### src/rtl/dma_arb_pkg.sv
package dma_arb_pkg;

    localparam int ARB_NUM_CH   = 2;
    localparam int ARB_ADDR_W   = 4;
    localparam int ARB_DATA_W   = 16;
    localparam int ARB_MODE_BIT = 14;

    typedef enum logic {
        MODE_ROTATE = 1'b0,
        MODE_FIXED  = 1'b1
    } arb_mode_e;

endpackage

### src/rtl/dma_arb_mode_reg.sv
module dma_arb_mode_reg
    import dma_arb_pkg::*;
#(
    parameter int ADDR_W    = ARB_ADDR_W,
    parameter int DATA_W    = ARB_DATA_W,
    parameter int MODE_BIT  = ARB_MODE_BIT,
    parameter int CTRL_ADDR = 0
) (
    input  logic              clk_i,
    input  logic              rst_ni,
    input  logic              we_i,
    input  logic [ADDR_W-1:0] addr_i,
    input  logic [DATA_W-1:0] wdata_i,
    output arb_mode_e         mode_o
);
    localparam logic [ADDR_W-1:0] SEL = ADDR_W'(CTRL_ADDR);

    arb_mode_e mode_d, mode_q;

    // only one bit of the write data matters to the arbiter
    wire unused_wdata = ^wdata_i;

    always_comb begin
        mode_d = mode_q;
        if (we_i && (addr_i == SEL)) begin
            mode_d = arb_mode_e'(wdata_i[MODE_BIT]);
        end
    end

    always_ff @(posedge clk_i or negedge rst_ni) begin
        if (!rst_ni) mode_q <= MODE_ROTATE;
        else         mode_q <= mode_d;
    end

    assign mode_o = mode_q;
endmodule

### src/rtl/dma_arb_pick.sv
module dma_arb_pick
    import dma_arb_pkg::*;
#(
    parameter int NUM_CH = ARB_NUM_CH,
    localparam int IDX_W = (NUM_CH > 1) ? $clog2(NUM_CH) : 1
) (
    input  logic [NUM_CH-1:0] req_i,
    input  arb_mode_e         mode_i,
    input  logic [IDX_W-1:0]  last_i,
    output logic              valid_o,
    output logic [NUM_CH-1:0] pick_o,
    output logic [IDX_W-1:0]  idx_o
);
    always_comb begin
        int cand;
        valid_o = 1'b0;
        pick_o  = '0;
        idx_o   = '0;
        for (int k = 0; k < NUM_CH; k++) begin
            if (mode_i == MODE_FIXED) begin
                cand = k;
            end else begin
                cand = int'(last_i) + 1 + k;
                if (cand >= NUM_CH) cand = cand - NUM_CH;
            end
            if (!valid_o && req_i[cand]) begin
                valid_o      = 1'b1;
                pick_o[cand] = 1'b1;
                idx_o        = IDX_W'(cand);
            end
        end
    end
endmodule

### src/rtl/dma_arb.sv
module dma_arb
    import dma_arb_pkg::*;
#(
    parameter int NUM_CH    = ARB_NUM_CH,
    parameter int ADDR_W    = ARB_ADDR_W,
    parameter int DATA_W    = ARB_DATA_W,
    parameter int MODE_BIT  = ARB_MODE_BIT,
    localparam int IDX_W    = (NUM_CH > 1) ? $clog2(NUM_CH) : 1
) (
    input  logic              clk_i,
    input  logic              rst_ni,
    input  logic [NUM_CH-1:0] req_i,
    input  logic [NUM_CH-1:0] done_i,
    input  logic              cfg_we_i,
    input  logic [ADDR_W-1:0] cfg_addr_i,
    input  logic [DATA_W-1:0] cfg_wdata_i,
    output logic [NUM_CH-1:0] gnt_o
);
    typedef struct packed {
        logic [NUM_CH-1:0] gnt;
        logic [IDX_W-1:0]  last;
    } arb_state_t;

    localparam arb_state_t RESET_STATE = '{gnt: '0, last: IDX_W'(NUM_CH - 1)};

    arb_state_t st_d, st_q;
    arb_mode_e  mode_q;
    logic              pick_valid;
    logic [NUM_CH-1:0] pick_vec;
    logic [IDX_W-1:0]  pick_idx;
    logic [IDX_W-1:0]  last_q;

    dma_arb_mode_reg #(
        .ADDR_W   (ADDR_W),
        .DATA_W   (DATA_W),
        .MODE_BIT (MODE_BIT),
        .CTRL_ADDR(0)
    ) u_mode (
        .clk_i  (clk_i),
        .rst_ni (rst_ni),
        .we_i   (cfg_we_i),
        .addr_i (cfg_addr_i),
        .wdata_i(cfg_wdata_i),
        .mode_o (mode_q)
    );

    dma_arb_pick #(.NUM_CH(NUM_CH)) u_pick (
        .req_i  (req_i),
        .mode_i (mode_q),
        .last_i (st_q.last),
        .valid_o(pick_valid),
        .pick_o (pick_vec),
        .idx_o  (pick_idx)
    );

    always_comb begin
        st_d = st_q;
        if (st_q.gnt != '0) begin
            if ((st_q.gnt & done_i) != '0) st_d.gnt = '0;
        end else if (pick_valid) begin
            st_d.gnt  = pick_vec;
            st_d.last = pick_idx;
        end
    end

    always_ff @(posedge clk_i or negedge rst_ni) begin
        if (!rst_ni) st_q <= RESET_STATE;
        else         st_q <= st_d;
    end

    assign gnt_o  = st_q.gnt;
    assign last_q = st_q.last;
endmodule

### config.mk
export PLATFORM = sky130hd
export DESIGN_NAME = dma_arb
export DESIGN_NICKNAME = d
export VERILOG_FILES = /design/src/rtl/dma_arb_pkg.sv /design/src/rtl/dma_arb_mode_reg.sv /design/src/rtl/dma_arb_pick.sv /design/src/rtl/dma_arb.sv
export SDC_FILE = /design/constraint.sdc
export NUM_CORES = 1
export LEC_CHECK = 0
export ABC_AREA = 1
export ABC_CLOCK_PERIOD_IN_PS = 900
export BUFFER_PORTS_ARGS = -buffer_cell sky130_fd_sc_hd__buf_2
export CAP_MARGIN = 25
export CORE_AREA = 2 2 39 41
export CTS_CLUSTER_DIAMETER = 200
export DETAILED_ROUTE_END_ITERATION = 10
export DIE_AREA = 0 0 41 43
export PLACE_DENSITY = 0.48
export SKIP_CTS_REPAIR_TIMING = 1
export SYNTH_ARGS = -nofsm -noshare
export SYNTH_HDL_FRONTEND = slang
export SYNTH_SLANG_ARGS = --single-unit
### constraint.sdc
create_clock -name clk_i -period 0.9 [get_ports clk_i]
set_input_delay 0.225 -clock clk_i [delete_from_list [all_inputs] [get_ports clk_i]]
set_output_delay 0.225 -clock clk_i [all_outputs]
set_load 0.02 [all_outputs]
## Yosys cells after proc, flatten, opt, wreduce, memory -nomap -nowiden

Index checks and enable logic that the tools add are counted.

| operators by class | value |
|---|---|
| $add $sub $neg | 4 |
| multipliers | 0 |
| div/mod/pow operators | 0 |
| $lt $le $gt $ge | 6 |
| equal/unequal tests | 1 |
| shifts and indexed selects | 0 |
| multiplexer cells | 23 |
| bitwise logic cells | 3 |
| reductions and logical operators | 11 |

Operators with widths:

| kind | count |
|---|---|
| 32-bit two-way mux | 4 |
| 32-bit by 1-bit greater-or-equal comparator with 1-bit output, second input constant | 2 |
| 32-bit by 3-bit greater-or-equal comparator with 1-bit output, second input constant | 2 |
| 32-bit by 3-bit < comparator with 1-bit output, second input constant | 2 |
| 32-bit by 3-bit subtractor with 32-bit output, second input constant | 2 |
| 32-bit by 2-bit adder with 32-bit output, second input constant | 1 |
| 1-bit two-way mux | 12 |
| 2-bit two-way mux | 4 |
| 2-bit nonzero test | 3 |
| 1-bit logical AND | 4 |
| 4-bit zero test | 1 |
| 2-bit AND reduction | 2 |
| 3-bit two-way mux | 1 |
| 1-bit by 1-bit adder with 2-bit output, second input constant | 1 |
| 2-bit AND | 1 |
| 1-bit demux with 1-bit select | 2 |
| 2-bit by 1-bit != test with 1-bit output, second input constant | 1 |
| 2-bit OR | 1 |
| 1-bit zero test | 1 |
| 1-bit inverter | 1 |

| storage, ports and cells | value |
|---|---|
| bits in registers | 4 |
| latch bits | 0 |
| bits in writable memories | 0 |
| memory bits (read-only) | 0 |
| input port bits | 27 |
| output and inout port bits | 2 |
| logic and storage cells | 51 |
| memories kept | 0 |

## Logic depth before layout (Yosys ltp)

Gate-level depths: netlist (run 1).

| depth | value |
|---|---|
| depth after elaboration | 13 |
| gate-level depth with buffers | 6 |
| depth with buffers taken out | 6 |

## Cells and area by module

From an unflattened synthesis (run 1), not the netlist that was laid out.

| unflattened totals | value |
|---|---|
| cells, all modules | 31 |
| area, all modules | 229.0 µm² |

Modules (own cells, without submodules):

| module | instances | cells each | area an instance (µm²) | seq. area each (µm²) |
|---|---|---|---|---|
| dma_arb | 1 | 16 | 138.9 | 76.3 |
| dma_arb_mode_reg | 1 | 7 | 56.3 | 25.0 |
| dma_arb_pick | 1 | 8 | 33.8 | 0.0 |

## Worst setup path after synthesis (run 1)

No wires, ideal clock.

| path | value |
|---|---|
| path type | register -> register |
| from | register st_q (netlist bit gnt_o[1]) |
| to | register st_q (netlist bit gnt_o[0]) |
| setup time | 0.118 ns |
| arrival time | 0.813 ns |
| data required time | 0.782 ns |
| path slack | -0.031 ns |
| cell stages (with the launch flop) | 5 |
| buffers on the path | 0 |
| clock period less this slack | 0.931 ns |
| cells stage by stage | dfrtp_1 > nor2_2 > nand2_2 > nand3_1 > nand2_1 |

| on the way | value |
|---|---|
| cells in the longest elaborated chain, start to end | 4 |
| elaborated cells on any way between the ends | 7 |
| classes of those cells | eq/ne (1); mux (1); bitwise (1); reduce/logical (4) |

Ends and longest elaborated chain:

| element | RTL line | text |
|---|---|---|
| start, declared | dma_arb.sv:26 | `arb_state_t st_d, st_q;` |
| start signal, assigned | dma_arb.sv:68 | `else st_q <= st_d;` |
| 2-bit AND | dma_arb.sv:59 | `if ((st_q.gnt & done_i) != '0) st_d.gnt = '0;` |
| 2-bit nonzero test | dma_arb.sv:59 |  |
| 2-bit by 1-bit != test with 1-bit output (no source line) | n/a |  |
| 2-bit AND reduction (no source line) | n/a |  |

Several ways; a longest one is shown, not always the timed one.
A chain may end at the register's enable or synchronous reset.

## Worst setup path in the final report (run 1)

| path | value |
|---|---|
| from | register st_q (netlist bit gnt_o[1]) |
| to | output gnt_o[1] |

RTL lines:

| element | RTL line | text |
|---|---|---|
| end, declared | dma_arb.sv:17 | `output logic [NUM_CH-1:0] gnt_o` |

No word-level cell between the ends.

==> results of run 1 <==
-- report_power, final --
group	internal, mW	switching [mW]	leakage, nW
Clock	0.167	0.0813	0.0150
Sequential	0.280	0.0636	0.0456
Combinational	0.206	0.221	0.144
-- final cells by class --
| cell class | instances | share of cell area |
|---|---|---|
| sequential | 4 | 0.288 |
| timing repair buffer | 15 | 0.264 |
| clock buffer | 4 | 0.0729 |
| multi-input combinational | 23 | 0.278 |
| tap | 16 | 0.0556 |
| inverter | 4 | 0.0417 |
-- layout by cell type, fill, tap and decap left out, drive strengths merged --
| cell type | n |
|---|---|
| nand2 | 15 |
| buf | 14 |
| nor2 | 4 |
| inv | 4 |
| clkbuf | 4 |
| nand3 | 3 |
| dfrtp | 3 |
| nand4 | 1 |
| dlygate4sd3 | 1 |
| dfstp | 1 |
-- cell families after synthesis --
| family | share of synthesized area |
|---|---|
| flip-flops | 0.468 |
| buffers and inverters | 0.0693 |
| AND/OR/NAND/NOR | 0.462 |
-- state kept, by name, indices dropped and copies added, names as in the netlist --
name,flops
gnt_o,2
last_q,1
u_mode.mode_o,1
-- final timing paths --
kind | startpoint | end | slack, ns | cells past startpoint
worst max-delay path | gnt_o[1] | gnt_o[1] | -0.13 | 1
worst min-delay path | cfg_wdata_i[14] | u_mode.mode_o | 0.26 | 3
worst max register to register | gnt_o[0] | gnt_o[0] | -0.10 | 5
worst min register to register | last_q | last_q | 0.46 | 2
max in group asynchronous | rst_ni | last_q | 0.38 | 2
min in group asynchronous | rst_ni | gnt_o[0] | 0.31 | 2
-- through the flow --
| stage | instances | hold slack (ns) | setup TNS (ns) | total power, mW | cell area [um^2] |
|---|---|---|---|---|---|
| final | 66 | 0.259 | -0.475 | 1.02 | 360 |
| after global placement | 60 | 0.0323 | -0.0102 | 0.695 | 304 |
| after detailed placement | 60 | 0.0316 | -0.0172 | 0.701 | 304 |
| after global routing | 66 | 0.272 | -0.739 | 1.12 | 360 |
| after CTS | 64 | -0.227 | -0.336 | 0.956 | 330 |
| after floorplan | 31 | -0.0706 | 0 | 0.584 | 219 |
-- per-layer routing --
| metal | vias to the layer above | global-route usage | wire, um | share of wire |
|---|---|---|---|---|
| met3 | 0 | 0.0314 | 12 | 0.026 |
| met5 | - | 0 | 0 | 0 |
| met4 | 0 | 0.100 | 0 | 0 |
| li1 | 132 | - | - | - |
| met1 | 112 | 0.0717 | 206 | 0.44 |
| met2 | 3 | 0.0906 | 248 | 0.53 |
==> Flow_metrics.wiki, run 1 <==
{| class="wikitable"
! Metric !! Value
|-
| Run status || finished, violations left
|-
| Violations in the final reports || setup timing
|-
| Max-slew violations || 0
|-
| Number of flops mapped to enable cells by yosys || 0
|-
| Overall via count from detail_route || ~250
|-
| Gr ovfl total || 0
|-
| Number of max-capacitance violations reported || 0
|-
| WL final || 468 um
|-
| Largest voltage drop on the vdd net || 930 uV
|-
| First DRT Iteration DRCs || 3
|-
| Post-Syn Area || 216 um^2
|-
| Final critical-path setup slack || -0.131 ns
|-
| Actual transition at the worst max-transition pin || 0.124 ns
|-
| Number of cells produced by synthesis || 31
|-
| Floorplan die width || 41 um
|-
| Via count of the first global-routing pass || 213
|-
| Placer Congestion || 0.623
|-
| Cell family contributing the most delay on the critical path || flip-flops
|-
| RSZ-0062 raised after global routing || true
|-
| Tmin final || 1.03 ns
|-
| Arrival time at the worst endpoint || approximately 0.81 ns
|-
| Height of the chip || 43 um
|-
| WP data required || ~0.67 ns
|-
| Max Buffers Root-to-Sink || 2
|-
| Starting density of the core || 0.156
|-
| Max Clock Skew || 0.00935 ns
|-
| Library cell with the highest instance count after synthesis || sky130_fd_sc_hd__nand2_1
|-
| Antenna violations before repair || 0
|-
| Slowest cell delay on critical path || 0.43 ns
|-
| CTS Root Cell || sky130_fd_sc_hd__clkbuf_4
|-
| P&R area growth vs syn || 66.5%
|-
| Largest net degree at the start of global routing || 5
|-
| Cell type of the slowest stage on the worst timing path || sky130_fd_sc_hd__dfrtp_2
|-
| Post-route DRC violation count || 0
|-
| Worst slack, placed || -0.00945 ns
|-
| Footprint of the multi-input gates || 100 um^2
|-
| Fill cell instance count of the final layout || 170
|-
| Critical path fanouts, max || 4
|-
| Full die area || 1760 um^2
|-
| Leading area contributor after synthesis || sky130_fd_sc_hd__dfrtp_1
|-
| Average cell area after synthesis || around 7.0 um^2
|-
| Pwr Density || 2830 nW/um^2
|-
| Cells taking the most area after synthesis || sky130_fd_sc_hd__dfrtp_1 (35%), sky130_fd_sc_hd__nand2_1 (23%), sky130_fd_sc_hd__dfstp_2 (12%)
|-
| Number of placed I/O pins || 29
|-
| Net count after synthesis || 58
|-
| Number of distinct library cell variants in the gate-level netlist after synthesis || 10
|-
| Number of setup violations in the final report || 5
|-
| Seq/Total Area, Yosys || 0.468
|-
| Core region area || 1380 um^2
|-
| Synth warnings || 0
|-
| Type of the worst setup path || reg -> out
|-
| Port Buffer Count || 13
|-
| Detail Placement HPWL || 389 um
|-
| Global-route wire length before repair || 772 um
|-
| Number of diodes added for antenna fixing || 0
|-
| Seq. cell area || 104 um^2
|-
| Number of sinks driven by the clock tree || 4
|-
| Later-pin clock latency in the skew report || 0.24 ns
|-
| Maximum operating frequency || 0.970 GHz
|-
| WL/cell || 7.09 um
|-
| Post-route core utilization || 0.260
|-
| Final Cycle Share || 1.15
|-
| Type of element capturing the critical path || output pin
|-
| DR vias/cell || roughly 3.7
|-
| Post-synth top area share || 0.347
|-
| Site row count || 14
|-
| Final hold violation count || 0
|-
| Sequence of cells on the critical path || buf_6
|-
| Share of final-layout standard cells stronger than drive strength 1 || 0.480
|-
| Most used DFF post-synth || sky130_fd_sc_hd__dfrtp_1
|-
| All-Layer GR Usage || 0.0726
|-
| Tightest Hold Check Type || in -> reg
|-
| Setup crit start kind || register
|-
| ANT nets after route || 0
|-
| H-tree levels || 1
|-
| Number of flip-flops and latches in the synthesized netlist || 4
|-
| Leakage power summed over all cells || 0.205 nW
|-
| Asr flop ratio synth || 1.00
|-
| Clock transition at the registers of the reported paths || 0.04 ns
|-
| CTS tree || built
|-
| Most instantiated cells after synthesis || sky130_fd_sc_hd__nand2_1 (13), sky130_fd_sc_hd__dfrtp_1 (3), sky130_fd_sc_hd__inv_1 (3), sky130_fd_sc_hd__nand3_1 (3), sky130_fd_sc_hd__nor2_1 (3)
|-
| Slew margin rel. || 0.917
|-
| Number of buffers added by the clock tree synthesis step || 3
|-
| Final-stage net count || 78
|-
| 1st-pass router iterations || 4
|-
| CP bufs+invs || 1
|}
No activity file was read; power rests on OpenSTA's default activity.
==> run 2, diff against run 1 <==
ABC_AREA = unset   (was 1)
==> run 2 against run 1 <==
Compared with the run above:
- the run still ends with setup timing left
- sequential share of layout area decreased by 1.2 points
- sequential power increased by 13%
- worst setup slack got worse by 0.016 ns
- synthesized cell count decreased by 32%
- cell count decreased by 15%
- hold slack got worse by 0.10 ns
- critical path depth increased by 1
- critical endpoint is now last_q
- highest routed layer unchanged
==> Flow_metrics.wiki, run 2 <==
{| class="wikitable"
! Metric !! Value
|-
| Slew margin rel. || 0.798
|-
| DR vias/cell || between 4 and 5
|-
| Number of flops mapped to enable cells by yosys || 0
|-
| Leakage power summed over all cells || 0.179 nW
|-
| Slowest cell delay on critical path || around 0.55 ns
|-
| Seq/Total Area, Yosys || 0.482
|-
| Worst path depth || 2
|-
| Largest voltage drop on the vdd net || 850 uV
|-
| Adder-Cell Fraction of Synth Area || 0
|-
| Number of buffers added by the clock tree synthesis step || 3
|-
| Site row count || 14
|-
| Fill cell instance count of the final layout || 143
|-
| XOR/XNOR share of the synthesized area || 0
|-
| Max-slew violations || 0
|-
| Later-pin clock latency in the skew report || 0.24 ns
|-
| Actual transition at the worst max-transition pin || 0.299 ns
|-
| Arrival time at the worst endpoint || 1.22 ns
|-
| Number of diodes added for antenna fixing || 0
|-
| Footprint of the multi-input gates || roughly 120 um^2
|-
| Violations in the final reports || setup timing
|-
| WL/cell || 8.20 um
|-
| Mux contribution to synthesized area || 0.125
|-
| Setup crit start kind || register
|-
| Flip-flop count of the largest register, all copies and words added || 2
|-
| Final hold violation count || 0
|-
| Largest family of logic cells by synthesized area || compound AO/OA/AOI/OAI gates
|-
| Synth Area in Simple Gates || 0.101
|-
| Sum of internal, switching and leakage power || between 1 and 1.5 mW
|-
| CTS tree || built
|-
| Hold depth || 2
|-
| 1st-pass router iterations || 2
|-
| Final total negative setup slack || -0.526 ns
|-
| Starting density of the core || 0.152
|-
| Tmin final || 1.05 ns
|-
| DP Area || 328 um^2
|-
| Non-Filler Cell Area, Final || 377 um^2
|-
| Number of flip-flops and latches in the synthesized netlist || 4
|-
| Antenna violations before repair || 0
|-
| Most common library cell in the layout ignoring fill and taps || sky130_fd_sc_hd__buf_2
|-
| Post-layout instance count excluding filler cells || 56
|-
| Type of element capturing the critical path || register
|-
| Overall via count from detail_route || 227
|-
| Type of the worst setup path || reg -> reg
|-
| Placer Congestion || between 0.5 and 0.6
|-
| Run status || finished, violations left
|-
| P&R area growth vs syn || 79.2%
|-
| Leading area contributor after synthesis || sky130_fd_sc_hd__dfrtp_1
|-
| Full die area || 1760 um^2
|-
| Sequence of cells on the critical path || mux2_4, a21oi_2
|-
| CTS Root Cell || sky130_fd_sc_hd__clkbuf_4
|-
| Number of setup violations in the final report || 5
|-
| Number of max-capacitance violations reported || 0
|-
| Cells taking the most area after synthesis || sky130_fd_sc_hd__dfrtp_1 (36%), sky130_fd_sc_hd__dfstp_2 (13%), sky130_fd_sc_hd__mux2_4 (7.1%)
|-
| Final-stage net count || 68
|-
| Post-route DRC violation count || 0
|-
| H-tree levels || 1
|-
| Core region area || 1380 um^2
|-
| Tightest Hold Check Type || in -> reg
|-
| Post-Syn Area || roughly 210 um^2
|-
| Synth warnings || 0
|-
| Max Clock Skew || 0.000584 ns
|-
| Compound-gate portion of the synthesized area || 0.238
|-
| Maximum operating frequency || 0.955 GHz
|-
| Post-placement cell count || 51
|-
| Asr flop ratio synth || 1.00
|-
| Port Buffer Count || 13
|-
| Critical path fanouts, max || 4
|-
| Cell family contributing the most delay on the critical path || flip-flops
|-
| Seq. cell area || 104 um^2
|-
| Number of distinct library cell variants in the gate-level netlist after synthesis || 14
|-
| Post-synth top area share || 0.357
|-
| Pwr Density || 2830 nW/um^2
|-
| First DRT Iteration DRCs || 1
|-
| Final critical-path setup slack || -0.147 ns
|-
| Max Buffers Root-to-Sink || 2
|-
| Global-route wire length before repair || 683 um
|-
| CP bufs+invs || 0
|-
| WL final || 459 um
|-
| Number of sinks driven by the clock tree || 4
|-
| Largest net degree at the start of global routing || 7
|-
| Via count of the first global-routing pass || 198
|-
| Clock transition at the registers of the reported paths || 0.04 ns
|-
| ANT nets after route || 0
|-
| Final Cycle Share || 1.16
|-
| Worst slack, placed || -0.199 ns
|-
| Most used DFF post-synth || sky130_fd_sc_hd__dfrtp_1
|-
| Cell type of the slowest stage on the worst timing path || sky130_fd_sc_hd__dfstp_2
|-
| Floorplan die width || 41 um
|-
| RSZ-0062 raised after global routing || true
|-
| WP data required || 1.07 ns
|-
| R2r setup slk || -0.15 ns
|-
| R2R depth || 2
|-
| Average cell area after synthesis || 10.0 um^2
|-
| All-Layer GR Usage || 0.0635
|-
| Commonest non-fill, non-tap cells in the layout || sky130_fd_sc_hd__buf_2 (11), sky130_fd_sc_hd__nand2_1 (3), sky130_fd_sc_hd__inv_1 (3), sky130_fd_sc_hd__clkbuf_4 (3)
|-
| Most instantiated cells after synthesis || sky130_fd_sc_hd__dfrtp_1 (3), sky130_fd_sc_hd__inv_1 (3), sky130_fd_sc_hd__nand2_1 (3), sky130_fd_sc_hd__a21oi_1 (2)
|-
| Net count after synthesis || 48
|-
| Height of the chip || approximately 43 um
|-
| Share of final-layout standard cells stronger than drive strength 1 || 0.600
|-
| Gr ovfl total || 0
|-
| Number of cells produced by synthesis || 21
|-
| Number of placed I/O pins || 29
|}
## run 2: report_power, final
part | internal, mW | switching (mW) | leakage, nW
combinational | 0.250 | 0.182 | 0.118
sequential | 0.285 | 0.101 | 0.0456
clock | 0.167 | 0.0826 | 0.0150
## run 2: worst reg2reg max path, cell delays in order (launching register included)
cell and delay, ns:
sky130_fd_sc_hd__dfstp_2 0.55, sky130_fd_sc_hd__mux2_4 0.30, sky130_fd_sc_hd__a21oi_2 0.12
## run 2: final timing paths
kind                                from       endpoint
min in group asynchronous         rst_ni  u_mode.mode_o
worst min-delay path            req_i[0]         last_q
worst max-delay path              last_q         last_q
worst max register to register    last_q         last_q
worst min register to register  gnt_o[0]       gnt_o[1]
max in group asynchronous         rst_ni         last_q
## run 2: area by class of cell
cell class / count / share of cell area
Sequential cell: 4 / 0.276
Tap cell: 16 / 0.0532
Timing Repair Buffer: 15 / 0.252
Clock buffer: 4 / 0.0698
Multi-Input combinational cell: 14 / 0.319
Inverter: 3 / 0.0299
## run 2: cell families after synthesis
logic type             after synthesis
AO/OA/AOI/OAI                        7
AND/OR/NAND/NOR                      5
flip-flops                           4
buffers and inverters                3
multiplexers                         2
## run 2: metal layers
metal	track usage	vias to the layer above	share of wire
met3	0.0314	0	0.13
met2	0.0750	14	0.37
met4	0.0800	0	0
met1	0.0684	95	0.50
li1	-	118	-
met5	0	-	0
## run 2: stage by stage
| stage | util | hold WS [ns] |
|---|---|---|
| floorplan | - | -0.0706 |
| global placement | 0.237 | 0.0323 |
| detailed placement | 0.237 | 0.0361 |
| CTS | 0.256 | -0.221 |
| global route | 0.272 | 0.157 |
| finish | 0.272 | 0.156 |
